## src/rtl/hdiv_pkg.sv

```systemverilog
package hdiv_pkg;

    localparam int DEFAULT_W = 4;

    // Where the next active divider value comes from at a boundary.
    typedef enum logic [1:0] {
        UPD_NONE = 2'd0,
        UPD_PEND = 2'd1,
        UPD_LOAD = 2'd2
    } upd_e;

    // Index of the last tick in a period: period is h+1, bypass is 2.
    function automatic int unsigned last_tick(input int unsigned h);
        return (h == 0) ? 1 : h;
    endfunction

endpackage

```

## src/rtl/hdiv_cfg.sv

```systemverilog
module hdiv_cfg #(
    parameter int W           = hdiv_pkg::DEFAULT_W,
    parameter int RESET_FIELD = 0
) (
    input  logic         clk,
    input  logic         rst,
    input  logic         load,
    input  logic [W-1:0] field,
    input  logic         boundary,
    output logic [W-1:0] act,
    output logic [W-1:0] pend
);
    import hdiv_pkg::*;

    localparam logic [W-1:0] RST_VAL = W'(RESET_FIELD);

    upd_e upd_sel;

    always_comb begin
        if (!boundary)  upd_sel = UPD_NONE;
        else if (load)  upd_sel = UPD_LOAD;
        else            upd_sel = UPD_PEND;
    end

    always_ff @(posedge clk) begin
        if (rst) begin
            pend <= RST_VAL;
            act  <= RST_VAL;
        end else begin
            if (load) pend <= field;
            case (upd_sel)
                UPD_LOAD: act <= field;
                UPD_PEND: act <= pend;
                default:  act <= act;
            endcase
        end
    end
endmodule

```

## src/rtl/hdiv_count.sv

```systemverilog
module hdiv_count #(
    parameter int W = hdiv_pkg::DEFAULT_W
) (
    input  logic         clk,
    input  logic         rst,
    input  logic [W-1:0] act,
    output logic         wrap,
    output logic         en_q
);
    logic [W-1:0] cnt;
    logic [W-1:0] last;

    assign last = W'(hdiv_pkg::last_tick(int'(act)));
    assign wrap = (cnt == last);

    always_ff @(posedge clk) begin
        if (rst) begin
            cnt  <= '0;
            en_q <= 1'b0;
        end else begin
            cnt  <= wrap ? '0 : cnt + 1'b1;
            en_q <= wrap;
        end
    end
endmodule

```

## src/rtl/halfstep_prediv.sv

```systemverilog
module halfstep_prediv #(
    parameter int W           = hdiv_pkg::DEFAULT_W,
    parameter int RESET_FIELD = 0
) (
    input  logic         clk,
    input  logic         rst,
    input  logic [W-1:0] div_field,
    input  logic         div_load,
    output logic         tick_en
);
    logic [W-1:0] act_w;
    logic [W-1:0] pend_w;
    logic         wrap_w;

    hdiv_cfg #(.W(W), .RESET_FIELD(RESET_FIELD)) u_cfg (
        .clk      (clk),
        .rst      (rst),
        .load     (div_load),
        .field    (div_field),
        .boundary (wrap_w),
        .act      (act_w),
        .pend     (pend_w)
    );

    hdiv_count #(.W(W)) u_count (
        .clk  (clk),
        .rst  (rst),
        .act  (act_w),
        .wrap (wrap_w),
        .en_q (tick_en)
    );
endmodule

```

## config.mk

```make
export PLATFORM = sky130hd
export DESIGN_NAME = halfstep_prediv
export DESIGN_NICKNAME = d
export VERILOG_FILES = /design/src/rtl/hdiv_pkg.sv /design/src/rtl/hdiv_cfg.sv /design/src/rtl/hdiv_count.sv /design/src/rtl/halfstep_prediv.sv
export SDC_FILE = /design/constraint.sdc
export NUM_CORES = 1
export LEC_CHECK = 0
export BUFFER_PORTS_ARGS = -buffer_cell sky130_fd_sc_hd__clkbuf_2
export CAP_MARGIN = 25
export CORE_AREA = 2 2 39 41
export DETAILED_ROUTE_END_ITERATION = 16
export DIE_AREA = 0 0 41 43
export PLACE_DENSITY = 0.72
export SLEW_MARGIN = 0
export SYNTH_ARGS = -nofsm -noshare
export SYNTH_HDL_FRONTEND = slang
export SYNTH_SLANG_ARGS = --single-unit
```

## constraint.sdc

```tcl
create_clock -name clk -period 1.6 [get_ports clk]
set_input_delay 0.24 -clock clk [delete_from_list [all_inputs] [get_ports clk]]
set_output_delay 0.24 -clock clk [all_outputs]
set_load 0.02 [all_outputs]
```

# After elaboration in Yosys (flattened, before gate mapping)
# Index checks and enable logic that the tools add are counted.
# Widths: inputs -> output; s select.
# word_totals
regBits,13
out_inout_bits,1
wordCells,15
# op_classes
addsub,1
n_eq_ne,3
n_mux,4
n_reduce_logical,3
# op_table
cell,count
$pmux 4 s2,1
$add 4x1->4 const B,1
$eq 4x4->1,1
$logic_not 4->1,1
$mux 2,2
$mux 4,1
$eq 2x1->1 const B,1
$eq 2x2->1 const B,1
$reduce_bool 2->1,1
$reduce_or 2->1,1

# Logic depth before layout (Yosys ltp)
# Gate-level depths: netlist (run 1).
# logic_depth
depth_word,6
depth_mapped,4
ltp_nobuf,4

# Modules after synthesis
# Synthesis (run 1) repeated with hierarchy kept, for this count alone.
# hier_totals
hier_cells,55
area_unflattened_um2,544.3
# modules_own_cells
mod,n_inst,cells_per_inst,area_per_inst_um2
hdiv_cfg,1,27,272.8
hdiv_count,1,28,271.5

# Worst setup path before layout (run 1)
# Ideal clock, no wire load.
# synth_path
path_type,reg2reg
startpoint,register u_cfg.act[1]
endpoint,register u_cfg.act[0]
setup_ns,0.121
t_arrival_ns,1.315
required_time_ns,1.479
slack_ns,0.163
path_stages_with_launch,5
n_path_buf,0
cell_sequence,dfxtp_1 nor3_2 or3_4 a21oi_4 mux2_4
# synth_via
elab_chain_len,6
# synth_rtl
element,line_no,source
start: declaration,hdiv_cfg.sv:10,"output logic [W-1:0] act,"
start signal: assignment,hdiv_cfg.sv:32,UPD_LOAD: act <= field;
start signal: assignment,hdiv_cfg.sv:33,UPD_PEND: act <= pend;
start signal: assignment,hdiv_cfg.sv:34,default: act <= act;
$logic_not 4->1,hdiv_pkg.sv:14,return (h == 0) ? 1 : h;
$mux 4 (*),hdiv_pkg.sv:14,
$eq 4x4->1 (*),hdiv_count.sv:14,assign wrap = (cnt == last);
$mux 2 (*),hdiv_cfg.sv:20,if (!boundary) upd_sel = UPD_NONE;
$eq 2x1->1 or $eq 2x2->1 (tied branches),hdiv_cfg.sv:31,case (upd_sel)
$pmux 4 s2 or $reduce_bool 2->1 (tied branches),n/a,
# Mark *: on every way between the ends. The rest lies on a longest branch, timed or not.
# A chain may end at the register's enable or synchronous reset.

# Worst setup path after layout (run 1)
# layout_path
startpoint,register u_cfg.act[1]
endpoint,register u_cfg.act[1]
# Same word-level chain as after synthesis.

==> implementation parameters, run 1 <==
Parameter                              Value

Cells and area
  Cell area after layout ... 658 µm²
  Syn-to-layout area delta ... 15.4%
  Commonest cells after routing, fill and taps aside ... sky130_fd_sc_hd__dfxtp_1, sky130_fd_sc_hd__clkbuf_2, sky130_fd_sc_hd__nor2_1
  Ratio of cells with drive above 1 in the final layout ... 28.6%
  Antenna Diode Count ... 0
  Most common library cell in the layout ignoring fill and taps ... sky130_fd_sc_hd__dfxtp_1
  NumNets Final ... 72
  Cell Count, Final, Fillers Out ... 79
  Final standard cell utilization of the core ... 47.6%

Synthesis
  Synthesized netlist cell count ... 53
  Leading cell types by total area after synthesis ... sky130_fd_sc_hd__dfxtp_1, sky130_fd_sc_hd__mux2_4, sky130_fd_sc_hd__mux2i_1
  Synth warn ... 0
  Netlist area before placement ... 571 µm²
  Mean instance size in the synthesized netlist ... 10.8 µm²
  Register area share after synthesis ... 45.6%
  Cell type with the highest aggregate area in the netlist ... sky130_fd_sc_hd__dfxtp_1
  Top_reg_cell synth ... sky130_fd_sc_hd__dfxtp_1
  Count of different cell masters after synthesis ... 19
  Area share of the leading cell type in the synthesized netlist ... 45.6%
  Post-synth EDFFs ... 0
  Share of async-settable or async-resettable flops after synthesis ... 0%
  Synthesized netlist net count ... 61
  FF+latch count, synth ... 13

Floorplan
  Initial standard-cell utilization of the core ... 41.2%
  Die area ... 0.00176 mm²
  Number of top-level design ports ... 8
  Core region area ... 0.00138 mm²
  Number of placement rows ... 14
  Chip Height ... 43 µm
  Chip width ... 41 µm

Placed design
  Area post-placement ... 618 µm²
  Number of cells in the design after placement ... 74
  Gp weighted congestion ... 0.665
  IO buf count ... 7

Setup path
  Max FO, Critical Path ... 6
  Crit Path Category ... flip-flop to flip-flop
  Worst endpoint data arrival time ... 1690 ps
  Depth of the worst register-to-register path ... 4
  CP Capture Type ... flip-flop
  Startpoint type of the worst setup path ... flip-flop
  Required @ worst endpoint ... 1770 ps

Power
  Worst vdd ir ... 0.682 mV
  Switching portion of total power ... 36.6%
  Logic pwr share ... 48.5%
  Net switching component of the power ... 500 µW
  Static leakage power ... 0.271 nW
  Internal Pwr Total ... 867 µW
  Total power divided by cell area ... 2080 mW/mm²
  Sequential share of power ... 36.8%
  Clock share of power ... 14.8%
  Total power ... 1.37 mW

Clock tree
  Deepest clock path buffer count ... 2
  Source-to-sink clock delay at the later pin of the worst-skew pair ... 270 ps
  Root buf cell ... sky130_fd_sc_hd__clkbuf_4
  Clock tree from TritonCTS ... yes
  # clock sinks ... 13
  CTS Buf Count ... 3
  Hold-fix buffer count after cts ... 0
  Clock edge transition at the registers on the reported setup and hold paths ... 80 ps
  CTS H-Tree Depth ... 1

Global route
  Vias in the first global route ... 340
  Largest net degree at the start of global routing ... 15
  Wire length of the first global-routing pass ... 1410 µm
  Total GRT Usage ... 12.7%
  Number of antenna violations at the first check in global routing ... 0
  Overflow left after global routing ... 0

Timing
  Final critical-path required period ... 1520 ps
  Slew at the pin closest to its max-slew limit ... 344 ps
  Maximum clock rate ... 656 MHz
  Post-route clock period utilization ... 95.3%
  Max-slew headroom at the worst pin ... 76.9%
  Number of slew-limit violations in the final report ... 0
  Final setup viols ... 0
  Final count of hold timing violations ... 0
  Worst clock skew ... 2.82 ps
  RSZ-0062 raised after global routing ... false
  Total Neg Setup Slack ... 0 ps

Worst hold path
  Path type of the worst min-delay path ... primary input to flip-flop
  Hold path depth ... 3

Detailed routing
  Violation count after the first detailed-routing iteration ... 8
  Number of DRC violations after detailed routing ... 0
  Final Routed Wirelength ... 870 µm
  Pre-Repair DR Iteration Count ... 4
  Average wire length per cell after detail routing ... 11.0 µm
  DR vias/cell ... 5.01
  Post-detailed-route count of antenna-violating nets ... 0
  Total number of vias ... 396

Job
  MaxCap Viol Count ... 0

Outcome
  Run status ... finished, final reports clean
## critical path, stage by stage, from the launching register on
cell and delay [ps]:
sky130_fd_sc_hd__dfxtp_1 420, sky130_fd_sc_hd__nor3_4 80, sky130_fd_sc_hd__or3_4 340, sky130_fd_sc_hd__a21oi_4 250, sky130_fd_sc_hd__mux2_4 330
## repair_timing
action | in CTS | in global routing
endpoints found under the setup margin | 0 | 4
buffers inserted | 0 | 1
gates resized for setup | 0 | 1
## Yosys cell counts, types with 2 or more instances
cell / number
sky130_fd_sc_hd__mux2i_1: 4
sky130_fd_sc_hd__nor3_1: 3
sky130_fd_sc_hd__xnor2_1: 4
sky130_fd_sc_hd__clkbuf_1: 2
sky130_fd_sc_hd__dfxtp_1: 13
sky130_fd_sc_hd__mux2_4: 4
sky130_fd_sc_hd__nand3_1: 2
sky130_fd_sc_hd__nor2b_1: 5
sky130_fd_sc_hd__nor2_1: 6
## per-layer routing
| metal | GRT usage [%] | share of wire, % |
|---|---|---|
| met5 | 0 | 0 |
| met4 | 12.0 | 3.9 |
| met3 | 4.71 | 3.4 |
| met2 | 16.6 | 46 |
| met1 | 15.0 | 47 |
## cells by family after synthesis
logic type | Yosys count | synth area share, %
compound gates | 5 | 7.68
xor+xnor | 4 | 6.14
fa+ha+maj | 1 | 2.19
buf+inv | 3 | 1.97
flops | 13 | 45.6
mux | 8 | 17.5
simple gates | 19 | 18.9
## worst paths after layout
| check | startpoint | end | slack (ps) |
|---|---|---|---|
| max | u_cfg.act[1] | u_cfg.act[1] | 80 |
| min | div_field[0] | u_cfg.pend[0] | 250 |
| max reg2reg | u_cfg.act[1] | u_cfg.act[1] | 80 |
| min reg2reg | u_count.cnt[3] | u_count.cnt[3] | 520 |
## layout make-up
type / instances / area [µm²]
multi-input combinational: 37 / 305
clock buffer: 4 / 26.3
sequential: 13 / 260
inverter: 1 / 3.75
timing repair buffer: 8 / 42.5
fill: 124 / 726
tap: 16 / 20.0
## power groups by stage
stage	registers (mW)	logic (mW)	clock network (mW)
floorplan	0.487	0.518	0
global placement	0.498	0.582	0
detailed placement	0.499	0.597	0
CTS	0.492	0.603	0.209
global route	0.520	0.711	0.224
finish	0.502	0.662	0.202
## through the flow
step	hold WS, ps	worst slack, ps
2_1_floorplan	426	163
3_3_place_gp	499	90.6
3_5_place_dp	507	70.2
4_1_cts	250	50.6
5_1_grt	272	0.0456
6_report	254	75.5
## sequential cells by signal, indices dropped and copies added (netlist names)
signal / cells
u_cfg.act: 4
u_cfg.pend: 4
u_count.cnt: 4
u_count.en_q: 1
Power figures use the tool's default switching activity.
==> run 2: changes to the inputs <==
--- a/config.mk
+++ b/config.mk
@@ -5,12 +5,14 @@
 export SDC_FILE = /design/constraint.sdc
 export NUM_CORES = 1
 export LEC_CHECK = 0
+export ABC_AREA = 1
 export BUFFER_PORTS_ARGS = -buffer_cell sky130_fd_sc_hd__clkbuf_2
 export CAP_MARGIN = 25
 export CORE_AREA = 2 2 39 41
+export CTS_BUF_LIST = sky130_fd_sc_hd__clkbuf_8
 export DETAILED_ROUTE_END_ITERATION = 16
 export DIE_AREA = 0 0 41 43
-export PLACE_DENSITY = 0.72
+export PLACE_DENSITY = 0.74
 export SLEW_MARGIN = 0
 export SYNTH_ARGS = -nofsm -noshare
 export SYNTH_HDL_FRONTEND = slang
==> implementation parameters, run 2 <==
Parameter                              Value

Synthesis
  Share of async-settable or async-resettable flops after synthesis ... 0% (unchanged)
  Post-synth EDFFs ... 0 (unchanged)
  Most frequent cell after synthesis ... sky130_fd_sc_hd__dfxtp_1
  Register area share after synthesis ... 44.4% (-1.2 points)
  Leading cell types by total area after synthesis ... sky130_fd_sc_hd__dfxtp_1, sky130_fd_sc_hd__nand2_1, sky130_fd_sc_hd__inv_1
  FF+latch count, synth ... 13 (unchanged)
  Top_reg_cell synth ... sky130_fd_sc_hd__dfxtp_1
  Synthesized netlist cell count ... 72 (+36%)
  Synth warn ... 0 (unchanged)
  Netlist area before placement ... 586 µm² (+2.6%)
  Cell type with the highest aggregate area in the netlist ... sky130_fd_sc_hd__dfxtp_1
  Most frequent cells after synthesis ... sky130_fd_sc_hd__dfxtp_1, sky130_fd_sc_hd__nand2_1, sky130_fd_sc_hd__inv_1, sky130_fd_sc_hd__nor2_1, sky130_fd_sc_hd__nand3_1
  Count of different cell masters after synthesis ... 17 (-2)
  Mean instance size in the synthesized netlist ... 8.13 µm² (-24%)
  Area share of the leading cell type in the synthesized netlist ... 44.4% (-1.2 points)
  Synthesized netlist net count ... 80 (+31%)

Timing
  Final setup viols ... 0 (unchanged)
  Total Neg Setup Slack ... 0 ps (unchanged)
  Max-slew headroom at the worst pin ... 83.4% (+6.5 points)
  Number of slew-limit violations in the final report ... 0 (unchanged)
  Slew at the pin closest to its max-slew limit ... 248 ps (-95.7 ps)
  Worst clock skew ... 0.645 ps (-2.17 ps)
  Post-route clock period utilization ... 69.3% (-26 points)
  Maximum clock rate ... 902 MHz (+38%)
  Final critical-path required period ... 1110 ps (-416 ps)
  Final count of hold timing violations ... 0 (unchanged)
  RSZ-0062 raised after global routing ... false

Power
  Switching portion of total power ... 40.4% (+3.8 points)
  Sequential share of power ... 36.5% (-0.3 points)
  Internal Pwr Total ... 776 µW (-11%)
  Total power ... 1.30 mW (-4.8%)
  Worst vdd ir ... 0.567 mV (-17%)
  Net switching component of the power ... 526 µW (+5.2%)
  Clock share of power ... 22.2% (+7.4 points)
  Static leakage power ... 0.342 nW (+26%)
  Total power divided by cell area ... 1910 mW/mm² (-8.1%)
  Logic pwr share ... 41.3% (-7.2 points)

Global route
  Overflow left after global routing ... 0 (unchanged)
  Total GRT Usage ... 13.4% (+0.68 points)
  Wire length of the first global-routing pass ... 1530 µm (+8.8%)
  Largest net degree at the start of global routing ... 10 (-5)
  Number of antenna violations at the first check in global routing ... 0 (unchanged)
  Vias in the first global route ... 366 (+7.6%)

Floorplan
  Die area ... 0.00176 mm² (unchanged)
  Chip Height ... 43 µm (unchanged)
  Chip width ... 41 µm (unchanged)
  Number of top-level design ports ... 8 (unchanged)
  Core region area ... 0.00138 mm² (unchanged)
  Initial standard-cell utilization of the core ... 42.3% (+1.1 points)
  Number of placement rows ... 14 (unchanged)

Placed design
  IO buf count ... 7 (unchanged)
  Post-DP HPWL ... 701 µm
  Gp weighted congestion ... 0.654 (-1.6%)

Setup path
  Cells along the critical path ... xnor2_1 -> nand2_1 -> nor2_4 -> nand2_4 -> nand2_4 -> nor2_2
  Startpoint type of the worst setup path ... flip-flop
  Max FO, Critical Path ... 6 (unchanged)
  Crit Path Category ... flip-flop to flip-flop
  Critical Path Most Common Cell ... sky130_fd_sc_hd__nand2_4
  Required @ worst endpoint ... 1740 ps (-30 ps)
  Highest cell delay on the worst timing path ... 380 ps (-40 ps)
  CP Capture Type ... flip-flop
  Critical Path Slowest Stage Cell ... sky130_fd_sc_hd__dfxtp_1
  Worst endpoint data arrival time ... 1250 ps (-440 ps)

Clock tree
  Clock tree from TritonCTS ... yes
  Clock edge transition at the registers on the reported setup and hold paths ... 50 ps (-30 ps)
  Post-CTS setup buffer count ... 0 (unchanged)
  Source-to-sink clock delay at the later pin of the worst-skew pair ... 250 ps (-20 ps)
  CTS H-Tree Depth ... 1 (unchanged)
  CTS Buf Count ... 3 (unchanged)
  Root buf cell ... sky130_fd_sc_hd__clkbuf_8
  Hold-fix buffer count after cts ... 0 (unchanged)
  Number of instances resized during post-cts repair ... 0 (unchanged)
  # clock sinks ... 13 (unchanged)
  Deepest clock path buffer count ... 2 (unchanged)

Detailed routing
  Violation count after the first detailed-routing iteration ... 4 (-4)
  Number of DRC violations after detailed routing ... 0 (unchanged)
  Average wire length per cell after detail routing ... 9.49 µm (-14%)
  DR vias/cell ... 4.62 (-7.8%)
  Total number of vias ... 453 (+14%)
  Pre-Repair DR Iteration Count ... 4 (unchanged)
  Final Routed Wirelength ... 930 µm (+6.9%)
  Post-detailed-route count of antenna-violating nets ... 0 (unchanged)

Cells and area
  Largest registers ranked by flip-flop count ... u_cfg.act x4, u_cfg.pend x4, u_count.cnt x4
  Most common library cell in the layout ignoring fill and taps ... sky130_fd_sc_hd__dfxtp_1
  Ratio of cells with drive above 1 in the final layout ... 22.0% (-6.6 points)
  Syn-to-layout area delta ... 16.5%
  Antenna Diode Count ... 0 (unchanged)
  Commonest cells after routing, fill and taps aside ... sky130_fd_sc_hd__dfxtp_1, sky130_fd_sc_hd__nand2_1, sky130_fd_sc_hd__inv_1
  Number of fill cells in the layout ... 134 (+8.1%)
  NumNets Final ... 91 (+26%)

Worst hold path
  Path type of the worst min-delay path ... primary input to flip-flop

Outcome
  Run status ... finished, final reports clean

Job
  MaxCap Viol Count ... 0 (unchanged)
run 2: worst paths after layout:
path	startpoint	endpoint	slack (ps)	depth (start not counted)
min	rst	u_cfg.pend[1]	250	2
max reg2reg	u_cfg.act[2]	u_count.cnt[2]	490	6
min reg2reg	u_cfg.act[0]	u_cfg.act[0]	480	2
max	u_cfg.act[2]	u_count.cnt[2]	490	6
run 2: final cells by class:
cell class / instances / area (µm²) / area share, %
sequential: 13 / 260 / 38.2
clock buffer: 3 / 41.3 / 6.06
clock inverter: 1 / 3.75 / 0.550
timing repair buffer: 7 / 35.0 / 5.14
multi-input combinational: 46 / 277 / 40.6
inverter: 12 / 45.0 / 6.61
tap: 16 / 20.0 / 2.94
run 2: logic make-up after synthesis:
family,share of synthesized area [%]
XOR/XNOR,7.48
flip-flops,44.4
AO/OA/AOI/OAI,5.13
adder cells (fa/ha/maj),2.14
AND/OR/NAND/NOR,32.5
buffers and inverters,8.33
run 2: critical path: cells and delay by family (launching register included):
kind,cells,cell delay (ps)
DFF,1,380
and+or+nand+nor,5,480
xor gates and xnor gates,1,130
run 2: per-stage QoR:
stage | cell area [µm²] | setup WS, ps | cells | util [%] | hold slack, ps
finish | 682 | 492 | 98 | 49.3 | 245
global placement | 637 | 513 | 94 | 46.0 | 468
floorplan | 586 | 573 | 72 | - | 311
global route | 682 | 382 | 98 | 49.3 | 251
CTS | 682 | 485 | 98 | 49.3 | 248
detailed placement | 637 | 488 | 94 | 46.0 | 471
run 2: power by group through the flow:
stage / combinational, mW / sequential, mW / clock (mW)
2_1_floorplan: 0.448 / 0.483 / 0
6_report: 0.538 / 0.474 / 0.289
5_1_grt: 0.611 / 0.482 / 0.310
4_1_cts: 0.544 / 0.475 / 0.292
3_5_place_dp: 0.544 / 0.482 / 0
3_3_place_gp: 0.532 / 0.479 / 0
run 2: per-layer routing:
layer / routed length (µm) / up-vias / track usage, %
met2: 422 / 7 / 19.1
met4: 23 / 0 / 8.00
met1: 450 / 197 / 16.6
met5: 0 / - / 0
li1: - / 246 / -
met3: 34 / 3 / 4.71
==> run 3: changes to the inputs <==
--- a/config.mk
+++ b/config.mk
@@ -5,14 +5,14 @@
 export SDC_FILE = /design/constraint.sdc
 export NUM_CORES = 1
 export LEC_CHECK = 0
-export ABC_AREA = 1
+export ABC_AREA = 0
 export BUFFER_PORTS_ARGS = -buffer_cell sky130_fd_sc_hd__clkbuf_2
 export CAP_MARGIN = 25
 export CORE_AREA = 2 2 39 41
 export CTS_BUF_LIST = sky130_fd_sc_hd__clkbuf_8
 export DETAILED_ROUTE_END_ITERATION = 16
 export DIE_AREA = 0 0 41 43
-export PLACE_DENSITY = 0.74
+export PLACE_DENSITY = 0.75
 export SLEW_MARGIN = 0
 export SYNTH_ARGS = -nofsm -noshare
 export SYNTH_HDL_FRONTEND = slang
==> constraint.sdc (replaced) <==
create_clock -name clk -period 0.95 [get_ports clk]
set_input_delay 0.1425 -clock clk [delete_from_list [all_inputs] [get_ports clk]]
set_output_delay 0.1425 -clock clk [all_outputs]
set_load 0.02 [all_outputs]
==> implementation parameters, run 3 (synthesis results as in run 1) <==
Parameter                              Value

Cells and area
  Antenna Diode Count ... 0 (unchanged)
  Number of fill cells in the layout ... 116 (-13%)
  Commonest cells after routing, fill and taps aside ... sky130_fd_sc_hd__dfxtp_1, sky130_fd_sc_hd__clkbuf_2, sky130_fd_sc_hd__nor2_1, sky130_fd_sc_hd__buf_4, sky130_fd_sc_hd__nor2b_1
  Footprint of the multi-input gates ... 328 µm² (+19%)
  Syn-to-layout area delta ... 31.8%
  NumNets Final ... 77 (-15%)
  Largest registers ranked by flip-flop count ... u_cfg.act x4, u_cfg.pend x4, u_count.cnt x4
  Most common library cell in the layout ignoring fill and taps ... sky130_fd_sc_hd__dfxtp_1
  Combined flip-flop and latch cell area ... 274 µm² (+5.3%)
  Ratio of cells with drive above 1 in the final layout ... 47.1% (+25 points)

Setup path
  Worst endpoint data arrival time ... 1560 ps (+310 ps)
  Required @ worst endpoint ... 1070 ps (-670 ps)
  End point of the critical path ... u_cfg.act[2]
  Crit Path Category ... flip-flop to flip-flop
  Startpoint type of the worst setup path ... flip-flop
  Buffering stage count on the worst path with inverters included ... 0 (unchanged)
  Highest cell delay on the worst timing path ... 370 ps (about the same)
  Launch point of the worst path ... u_cfg.act[1]
  Top Family by Delay on Critical Path ... simple AND/OR/NAND/NOR gates
  Cells along the critical path ... nor3_4 -> or3_4 -> a21oi_4 -> mux2_4
  CP Capture Type ... flip-flop
  Source of the worst register-to-register timing path ... u_cfg.act[1]
  Cell depth of the worst setup path ... 4 (-2)
  Worst flop-to-flop path endpoint ... u_cfg.act[2]
  Critical Path Slowest Stage Cell ... sky130_fd_sc_hd__dfxtp_4
  Worst-case register-to-register setup slack ... -490 ps (-980 ps)
  Max FO, Critical Path ... 5 (-1)
  Depth of the worst register-to-register path ... 4 (-2)

Timing
  Final setup margin ... -488 ps (-980 ps)
  RSZ-0062 raised after global routing ... true
  Final critical-path required period ... 1440 ps (+330 ps)
  Worst clock skew ... 4.66 ps (+4.01 ps)
  Maximum clock rate ... 695 MHz (-23%)
  Post-route clock period utilization ... 151% (+82 points)
  Slew at the pin closest to its max-slew limit ... 271 ps (+23.1 ps)
  Final setup viols ... 9 (+9)
  Total Neg Setup Slack ... -3610 ps (-3610 ps)
  Final count of hold timing violations ... 0 (unchanged)
  Max-slew headroom at the worst pin ... 81.9% (-1.4 points)
  Number of slew-limit violations in the final report ... 0 (unchanged)

Clock tree
  Post-CTS setup buffer count ... 0 (unchanged)
  Clock tree from TritonCTS ... yes
  Source-to-sink clock delay at the later pin of the worst-skew pair ... 240 ps (about the same)
  CTS Buf Count ... 3 (unchanged)
  Clock edge transition at the registers on the reported setup and hold paths ... 60 ps (about the same)
  Deepest clock path buffer count ... 2 (unchanged)
  # clock sinks ... 13 (unchanged)
  Root buf cell ... sky130_fd_sc_hd__clkbuf_8
  CTS H-Tree Depth ... 1 (unchanged)

Detailed routing
  Final Routed Wirelength ... 966 µm (+3.9%)
  Post-detailed-route count of antenna-violating nets ... 0 (unchanged)
  Sum of routed wire segments on met1 ... 476 µm (+5.8%)
  Met2 Wirelength ... 430 µm (+1.9%)
  Average wire length per cell after detail routing ... 11.5 µm (+21%)
  Total number of vias ... 405 (-11%)
  DR vias/cell ... 4.82 (+4.3%)
  Highest metal layer with signal wires ... met4
  Pre-Repair DR Iteration Count ... 3 (-1)
  Detail Route met3 WL ... 26 µm (-24%)
  Number of DRC violations after detailed routing ... 0 (unchanged)
  Violation count after the first detailed-routing iteration ... 2 (-2)

Outcome
  Failing checks ... negative setup slack
  Run status ... finished, violations left

Global route
  Overflow left after global routing ... 0 (unchanged)
  Vias in the first global route ... 348 (-4.9%)
  Largest net degree at the start of global routing ... 15 (+5)
  Number of antenna violations at the first check in global routing ... 0 (unchanged)
  Total GRT Usage ... 13.1% (-0.28 points)
  Wire length of the first global-routing pass ... 1480 µm (-3.1%)

Floorplan
  Die area ... 0.00176 mm² (unchanged)
  Core region area ... 0.00138 mm² (unchanged)
  Initial standard-cell utilization of the core ... 41.2% (-1.1 points)
  Number of placement rows ... 14 (unchanged)
  Chip width ... 41 µm (unchanged)
  Chip Height ... 43 µm (unchanged)
  Number of top-level design ports ... 8 (unchanged)

Job
  MaxCap Viol Count ... 0 (unchanged)

Power
  Static leakage power ... 0.315 nW (-7.8%)
  Total power divided by cell area ... 3810 mW/mm² (+100%)
  Worst vdd ir ... 1.74 mV (+210%)

Worst hold path
  Path type of the worst min-delay path ... primary input to flip-flop

Placed design
  Placement Setup Slack ... -496 ps (-984 ps)
  IO buf count ... 7 (unchanged)
  Gp weighted congestion ... 0.745 (+14%)
  Post-DP HPWL ... 717 µm (+2.3%)
-- run 3: report_power, final --
group / switching, mW / internal [mW]
logic: 0.680 / 0.837
clock network: 0.194 / 0.289
registers: 0.139 / 0.729
-- run 3: how the worst min path moves through the flow --
stage / from / to / slack, ps / depth (start not counted)
after floorplan: div_field[0] / u_cfg.pend[0] / 330 / 2
after global placement: div_field[0] / u_cfg.pend[0] / 450 / 3
after detailed placement: div_field[3] / u_cfg.pend[3] / 440 / 3
after CTS: div_field[3] / u_cfg.pend[3] / 190 / 3
after global routing: div_field[2] / u_cfg.pend[2] / 220 / 3
final: div_field[3] / u_cfg.pend[3] / 190 / 3
-- run 3: worst min-delay path: stages --
cell,delay (ps)
sky130_fd_sc_hd__clkbuf_2,80
sky130_fd_sc_hd__mux2i_1,60
sky130_fd_sc_hd__nor2_1,110
-- run 3: area by class of cell --
type | count | area share [%]
Multi-Input combinational cell | 37 | 43.6
Clock inverter | 1 | 0.666
Inverter | 1 | 0.499
Clock buffer | 3 | 5.49
Sequential cell | 13 | 36.4
Tap cell | 16 | 2.66
Timing Repair Buffer | 13 | 10.6
-- run 3: layer usage --
layer	vias to the layer above	track usage (%)
li1	215	-
met1	177	17.6
met2	9	17.2
met3	4	3.14
met4	0	10.0
met5	-	0
-- run 3: repair_timing --
action / 4_1_cts / 5_1_grt
gates resized for setup: 8 / 2
pin swaps: 1 / 0
setup endpoints to repair: 9 / 9
hold buffers: 0 / 0
endpoints found under the hold margin: 0 / 0
-- run 3: stage by stage --
stage                     util [%]  instance area (µm²)  instances  total power [mW]  hold WS (ps)
after floorplan                  -                  574         53              1.72           328
after global placement        48.2                  667         80              2.15           451
after detailed placement      48.2                  667         80              2.18           442
after CTS                     53.8                  744         84              2.86           192
after global routing          54.3                  752         84              3.06           221
final                         54.3                  752         84              2.87           191
